`src/rtl/dm_pkg.sv`:
```
`timescale 1ns/1ps
package dm_pkg;
    typedef enum logic [1:0] {
        OP_NOP    = 2'd0,
        OP_BRANCH = 2'd1,
        OP_ELSE   = 2'd2,
        OP_ENDIF  = 2'd3
    } dm_op_e;

    typedef enum logic [1:0] {
        ST_TOP,
        ST_THEN,
        ST_ELSE
    } dm_state_e;

    typedef enum logic [1:0] {
        SEL_HOLD,
        SEL_TAKE,
        SEL_ALT,
        SEL_RESTORE
    } dm_sel_e;
endpackage

```
`src/rtl/dm_lane_split.sv`:
```
`timescale 1ns/1ps
module dm_lane_split #(
    parameter int LANES = 32
) (
    input  logic [LANES-1:0] act_mask,
    input  logic [LANES-1:0] cond,
    output logic [LANES-1:0] take_mask,
    output logic [LANES-1:0] alt_mask,
    output logic             take_none
);
    for (genvar g = 0; g < LANES; g++) begin : g_lane
        assign take_mask[g] = act_mask[g] & cond[g];
        assign alt_mask[g]  = act_mask[g] & ~cond[g];
    end

    assign take_none = ~|take_mask;
endmodule

```
`src/rtl/dm_mask_stack.sv`:
```
`timescale 1ns/1ps
module dm_mask_stack #(
    parameter int LANES = 32,
    parameter int DEPTH = 8
) (
    input  logic                       clk,
    input  logic                       rst_n,
    input  logic                       push,
    input  logic                       mark_else,
    input  logic                       pop,
    input  logic [LANES-1:0]           push_entry,
    input  logic [LANES-1:0]           push_alt,
    output logic [LANES-1:0]           top_entry,
    output logic [LANES-1:0]           top_alt,
    output logic                       below_in_else,
    output logic [$clog2(DEPTH+1)-1:0] level,
    output logic                       full,
    output logic                       empty,
    output logic                       last
);
    localparam int LVL_W = $clog2(DEPTH+1);
    localparam int IDX_W = (DEPTH > 1) ? $clog2(DEPTH) : 1;
    localparam logic [LVL_W-1:0] FULL_LVL = LVL_W'(DEPTH);
    localparam logic [LVL_W-1:0] ONE_LVL  = LVL_W'(1);
    localparam logic [LVL_W-1:0] TWO_LVL  = LVL_W'(2);

    logic [LANES-1:0] ent_q [DEPTH];
    logic [LANES-1:0] alt_q [DEPTH];
    logic [DEPTH-1:0] ph_q;
    logic [LVL_W-1:0] lvl_q;

    logic [IDX_W-1:0] wr_idx;
    logic [IDX_W-1:0] top_idx;
    logic [IDX_W-1:0] below_idx;

    assign wr_idx    = IDX_W'(lvl_q);
    assign top_idx   = IDX_W'(lvl_q - ONE_LVL);
    assign below_idx = IDX_W'(lvl_q - TWO_LVL);

    always_ff @(posedge clk) begin
        if (!rst_n) begin
            lvl_q <= '0;
            ph_q  <= '0;
            for (int i = 0; i < DEPTH; i++) begin
                ent_q[i] <= '0;
                alt_q[i] <= '0;
            end
        end else begin
            if (push) begin
                ent_q[wr_idx] <= push_entry;
                alt_q[wr_idx] <= push_alt;
                ph_q[wr_idx]  <= 1'b0;
                lvl_q         <= lvl_q + ONE_LVL;
            end else if (mark_else) begin
                ph_q[top_idx] <= 1'b1;
            end else if (pop) begin
                lvl_q <= lvl_q - ONE_LVL;
            end
        end
    end

    assign level         = lvl_q;
    assign full          = (lvl_q == FULL_LVL);
    assign empty         = (lvl_q == '0);
    assign last          = (lvl_q == ONE_LVL);
    assign top_entry     = empty ? '0 : ent_q[top_idx];
    assign top_alt       = empty ? '0 : alt_q[top_idx];
    assign below_in_else = (lvl_q >= TWO_LVL) ? ph_q[below_idx] : 1'b0;
endmodule

```
`src/rtl/dm_nest_fsm.sv`:
```
`timescale 1ns/1ps
module dm_nest_fsm
    import dm_pkg::*;
(
    input  logic       clk,
    input  logic       rst_n,
    input  logic       cmd_valid,
    input  logic [1:0] cmd_op,
    input  logic       stack_full,
    input  logic       last_level,
    input  logic       below_in_else,
    output logic       push,
    output logic       mark_else,
    output logic       pop,
    output logic       fault,
    output dm_sel_e    sel
);
    dm_state_e state_q, state_d;
    dm_op_e    op;
    dm_state_e after_pop;

    assign op        = dm_op_e'(cmd_op);
    assign after_pop = last_level ? ST_TOP : (below_in_else ? ST_ELSE : ST_THEN);

    always_ff @(posedge clk) begin
        if (!rst_n) state_q <= ST_TOP;
        else        state_q <= state_d;
    end

    always_comb begin
        state_d   = state_q;
        push      = 1'b0;
        mark_else = 1'b0;
        pop       = 1'b0;
        fault     = 1'b0;
        sel       = SEL_HOLD;
        if (cmd_valid) begin
            unique case (state_q)
                ST_TOP: begin
                    unique case (op)
                        OP_BRANCH: begin
                            if (stack_full) fault = 1'b1;
                            else begin
                                push = 1'b1; sel = SEL_TAKE; state_d = ST_THEN;
                            end
                        end
                        OP_ELSE:  fault = 1'b1;
                        OP_ENDIF: fault = 1'b1;
                        default: ;
                    endcase
                end
                ST_THEN: begin
                    unique case (op)
                        OP_BRANCH: begin
                            if (stack_full) fault = 1'b1;
                            else begin
                                push = 1'b1; sel = SEL_TAKE; state_d = ST_THEN;
                            end
                        end
                        OP_ELSE: begin
                            mark_else = 1'b1; sel = SEL_ALT; state_d = ST_ELSE;
                        end
                        OP_ENDIF: begin
                            pop = 1'b1; sel = SEL_RESTORE; state_d = after_pop;
                        end
                        default: ;
                    endcase
                end
                ST_ELSE: begin
                    unique case (op)
                        OP_BRANCH: begin
                            if (stack_full) fault = 1'b1;
                            else begin
                                push = 1'b1; sel = SEL_TAKE; state_d = ST_THEN;
                            end
                        end
                        OP_ELSE: fault = 1'b1;
                        OP_ENDIF: begin
                            pop = 1'b1; sel = SEL_RESTORE; state_d = after_pop;
                        end
                        default: ;
                    endcase
                end
                default: state_d = ST_TOP;
            endcase
        end
    end
endmodule

```
`src/rtl/dm_mask_unit.sv`:
```
`timescale 1ns/1ps
module dm_mask_unit
    import dm_pkg::*;
#(
    parameter int LANES = 32,
    parameter int DEPTH = 8
) (
    input  logic                       clk,
    input  logic                       rst_n,
    input  logic                       cmd_valid,
    input  logic [1:0]                 cmd_op,
    input  logic [LANES-1:0]           cond_bits,
    output logic [LANES-1:0]           lane_mask,
    output logic                       skip_then,
    output logic                       skip_else,
    output logic                       nest_err,
    output logic [$clog2(DEPTH+1)-1:0] nest_level
);
    localparam int LVL_W = $clog2(DEPTH+1);

    logic [LANES-1:0] mask_q;
    logic             skip_then_q, skip_else_q, err_q;

    logic [LANES-1:0] take_mask, alt_mask;
    logic             take_none;
    logic [LANES-1:0] top_entry, top_alt;
    logic             below_in_else, full, empty, last;
    logic [LVL_W-1:0] level;
    logic             push, mark_else, pop, fault;
    dm_sel_e          sel;

    dm_lane_split #(.LANES(LANES)) u_split (
        .act_mask  (mask_q),
        .cond      (cond_bits),
        .take_mask (take_mask),
        .alt_mask  (alt_mask),
        .take_none (take_none)
    );

    dm_mask_stack #(.LANES(LANES), .DEPTH(DEPTH)) u_stack (
        .clk           (clk),
        .rst_n         (rst_n),
        .push          (push),
        .mark_else     (mark_else),
        .pop           (pop),
        .push_entry    (mask_q),
        .push_alt      (alt_mask),
        .top_entry     (top_entry),
        .top_alt       (top_alt),
        .below_in_else (below_in_else),
        .level         (level),
        .full          (full),
        .empty         (empty),
        .last          (last)
    );

    dm_nest_fsm u_fsm (
        .clk           (clk),
        .rst_n         (rst_n),
        .cmd_valid     (cmd_valid),
        .cmd_op        (cmd_op),
        .stack_full    (full),
        .last_level    (last),
        .below_in_else (below_in_else),
        .push          (push),
        .mark_else     (mark_else),
        .pop           (pop),
        .fault         (fault),
        .sel           (sel)
    );

    always_ff @(posedge clk) begin
        if (!rst_n) begin
            mask_q      <= '1;
            skip_then_q <= 1'b0;
            skip_else_q <= 1'b0;
            err_q       <= 1'b0;
        end else begin
            unique case (sel)
                SEL_TAKE:    mask_q <= take_mask;
                SEL_ALT:     mask_q <= top_alt;
                SEL_RESTORE: mask_q <= top_entry;
                default:     mask_q <= mask_q;
            endcase
            skip_then_q <= (sel == SEL_TAKE) && take_none;
            skip_else_q <= (sel == SEL_ALT) && (top_alt == '0);
            err_q       <= fault;
        end
    end

    assign lane_mask  = mask_q;
    assign skip_then  = skip_then_q;
    assign skip_else  = skip_else_q;
    assign nest_err   = err_q;
    assign nest_level = level;

    logic unused_ok;
    assign unused_ok = empty;
endmodule

```
`config.mk`:
```
export PLATFORM = sky130hd
export DESIGN_NAME = dm_mask_unit
export DESIGN_NICKNAME = d
export VERILOG_FILES = /design/src/rtl/dm_pkg.sv /design/src/rtl/dm_lane_split.sv /design/src/rtl/dm_mask_stack.sv /design/src/rtl/dm_nest_fsm.sv /design/src/rtl/dm_mask_unit.sv
export SDC_FILE = /design/constraint.sdc
export NUM_CORES = 1
export LEC_CHECK = 0
export ABC_AREA = 1
export BUFFER_PORTS_ARGS = -buffer_cell sky130_fd_sc_hd__buf_2
export CORE_UTILIZATION = 55
export CTS_CLUSTER_DIAMETER = 60
export DETAILED_ROUTE_END_ITERATION = 6
export HOLD_SLACK_MARGIN = 0.12
export PLACE_DENSITY_LB_ADDON = 0.1
export SLEW_MARGIN = 5
export SYNTH_ARGS = -nofsm -noshare
export SYNTH_HDL_FRONTEND = slang
export SYNTH_SLANG_ARGS = --single-unit
```
`constraint.sdc`:
```
create_clock -name clk -period 5.05 [get_ports clk]
set_input_delay 0.2525 -clock clk [delete_from_list [all_inputs] [get_ports clk]]
set_output_delay 0.2525 -clock clk [all_outputs]
set_load 0.01 [all_outputs]
```
==> impl_metrics.tcl <==
set metrics [dict create \
    cts.sinks 561 \
    numCtsBuffers 58 \
    start_util_pct 55.7 \
    drive_gt1_share_pct 8.80 \
    p_leak_nw 13.1 \
    synth_top_family_by_area "simple AND/OR/NAND/NOR gates" \
    worstPathMaxFanout 37 \
    yosys-mux-area-fraction_pct 0 \
    worstMarginPinSlew_ns 1.15 \
    final_nets 3065 \
    power.density_mw_per_mm2 357 \
    syn2layout_area_growth_pct 10.4 \
    grt_first_pass_wirelength_mm 123 \
    p_int_w 0.00772 \
    synth.top_cell.area_share_pct 57.8 \
    die_width_um 222 \
    drtAntennaViolNets 0 \
    hold_viol_final 0 \
    yosysSeqAreaShare_pct 61.4 \
    grt_overflow 0 \
    hpwl_mm 45.4 \
    synth_area_mm2 0.0266 \
    clock_latency_ns 0.63 \
    synth_edf_count 512 \
    antenna_found_initial 0 \
    gp_congestion 0.901 \
    syn_inst 3006 \
    core_mm2 0.0477 \
    cp-end-kind "register" \
    p_clk_share_pct 38.4 \
    setup_slack_ns 1.79 \
    rsz0062_at_grt "false" \
    max_freq_mhz 307 \
    io_pins 76 \
    clkTransAtPathRegs_ns 0.06 \
    startpoint_type "register" \
    yosys_warnings 0 \
    drc 0 \
    synth_fa_ha_area_share_pct 0.893 \
    avgSynthCellArea_um2 8.85 \
    io_buffer_count 75 \
    fin_crit_ns 3.26 \
    vias 21362 \
    grt_use_total_pct 33.0 \
    design_area_mm2 0.0294 \
    yosys.cell_types.count 38 \
    critPathSlowestCell "buf_4" \
    dpl_worst_slack_ns 1.93 \
    cts_root_buf "clkbuf_16" \
    antenna_cells 0 \
    routed_via_density 5.82 \
    outcome "completed" \
    crit_top_cell "nand2_1" \
    max_stage_delay_ns 0.50 \
    first_pass_iters 6 \
    first_global_vias 20158 \
    switchingPower_w 0.00278 \
    drv_slew 0 \
    cts_max_level 2 \
    cts_tree "done" \
    fin_crit_sh_pct 64.5 \
    synth_area_leaders "edfxtp_1, nand2_1, nor2_1" \
    wirelength_mm 81.4 \
    final-seq-area_mm2 0.0164 \
    ir_drop_v 0.000286 \
    combPwrFrac_pct 10.9 \
    grt_max_degree 83 \
    synth_compound_area_share_pct 2.30 \
    postPlaceCellArea_mm2 0.0273 \
    ys_async_sr_fraction_pct 0 \
    dieArea_mm2 0.0493 \
    required_ns 5.61 \
    die_h_um 222 \
    multi_input_area_mm2 0.00902 \
    pwr-share-seq_pct 50.6 \
    yosys.area_share.simple_pct 30.3 \
    holdWs_ns 0.152 \
    synth_top_cell_by_area "edfxtp_1" \
    crit_arrival_ns 3.82 \
    setup_viol 0 \
    skew_ns 0.0272 \
    cp_cell_sequence "inv_1 -> ha_2 -> buf_4 -> nor2_4 -> buf_4 -> nand2_1 -> nand4_1 -> o21ai_0 -> nand2_1 -> nor2_1 -> nand2_1 -> nor2_1" \
    synth_seq_cells 561 \
    slew_headroom_pct 23.4 \
    tns_ns 0 \
    final_util_pct 61.5 \
    fp-row-count 80 \
    swShare_pct 26.5 \
    clk_path_buf_depth 3 \
    hold_class "in2reg" \
    cap_violations 0 \
    path_class "reg2reg" \
    synthesis.nets 3062 \
    synth_xor_area_share_pct 0 \
    post_cts_buffers 0 \
    wl_per_cell_um 22.2 \
    fillCellCount 4127 \
    drt-initial-drc-count 2900 \
    synthFlopType "edfxtp_1" \
]
## cells in the mapped netlist (5+ instances only)
master    count
a21boi_0      7
a21oi_1      52
buf_1        27
buf_2        86
buf_6        15
clkbuf_1     77
clkinv_1     12
dfxtp_1      49
edfxtp_1    512
ha_1         19
inv_1        70
inv_2         8
nand2_1    1247
nand2_2       5
nand3_1      93
nand4_1      43
nor2_1      489
nor3_1       96
o21ai_0      37
o21ai_1       5
or2_2        23
## layer usage
layer / GRT usage (%) / up-vias / wire [µm]
met3: 5.37 / 153 / 8370
met5: 0 / - / 0
met2: 51.6 / 1227 / 37000
met1: 47.5 / 10228 / 33600
met4: 10.2 / 0 / 2400
li1: - / 9754 / -
## power groups by stage
stage / logic, W / clock network [W] / registers (W)
after CTS: 0.00112 / 0.00405 / 0.00531
after floorplan: 0.000687 / 0 / 0.00540
final: 0.00115 / 0.00404 / 0.00532
after global placement: 0.00109 / 0 / 0.00540
after detailed placement: 0.00110 / 0 / 0.00541
after global routing: 0.00124 / 0.00423 / 0.00533
## final cells by class
type / count / area share (%)
clock buffer: 72 / 5.22
clock inverter: 36 / 0.728
inverter: 90 / 1.18
multi-input combinational: 2146 / 30.7
sequential: 561 / 55.7
tap: 615 / 2.62
timing repair buffer: 152 / 3.90
## timing repair
item,4_1_cts,5_1_grt
setup endpoints to repair,0,0
gates resized for setup,0,0
hold buffers,32,0
hold endpoints to repair,107,0
## flip-flops by register name, indices dropped and copies added (netlist names)
| signal | flops |
|---|---|
| nest_err | 1 |
| u_fsm.state_q | 2 |
| lane_mask | 32 |
| skip_then | 1 |
| u_stack.level | 4 |
| skip_else | 1 |
| u_stack.alt_q | 256 |
| u_stack.ph_q | 8 |
| u_stack.ent_q | 256 |
## kinds of logic after synthesis
group                      count (synthesis)
adders and majority gates                 19
buffers and inverters                    299
DFF                                      561
and+or+nand+nor                         2014
AOI/OAI and AO/OA                        113
## cells in the final DEF, fill, tap and decap left out, drive strengths merged, types with 2 or more instances in the layout
master       Yosys  routed
clkbuf          77      72
o21ai           42      42
a21oi           52      52
a21boi           7       7
edfxtp         512     512
o22ai            4       4
o211ai           4       4
nor3            97      97
clkinv          12      40
ha              19      19
inv             78      81
or2             27      27
dfxtp           49      49
nand2         1254    1254
nor4             3       3
nand4           43      43
or3              2       2
nand3           94      94
nor2           492     492
buf            132     120
clkinvlp         0       4
dlygate4sd3      0      32
## per-stage QoR
stage,cells,power [W]
floorplan,3006,0.00609
global placement,3532,0.00650
detailed placement,3532,0.00651
CTS,3672,0.0105
global route,3672,0.0108
finish,3672,0.0105
## final timing paths
kind,startpoint,endpoint,slack (ns),cells past startpoint
max reg2reg,u_stack.level[1]$_SDFFE_PN0P_,skip_else$_SDFF_PN0_,1.79,12
min,cond_bits[23],lane_mask[23]$_SDFFE_PN1P_,0.15,5
max,u_stack.level[1]$_SDFFE_PN0P_,skip_else$_SDFF_PN0_,1.79,12
min reg2reg,u_stack.ph_q[5]$_SDFFE_PN0P_,u_stack.ph_q[5]$_SDFFE_PN0P_,0.47,2
## worst max-delay path, delay by kind of cell, from the launching register on
| kind | cells | cell delay, ns |
|---|---|---|
| adders and majority gates | 1 | 0.37 |
| DFF | 1 | 0.48 |
| buffers and inverters | 3 | 1.04 |
| and+or+nand+nor | 7 | 1.01 |
| AOI/OAI and AO/OA | 1 | 0.25 |
Power figures use the tool's default switching activity.
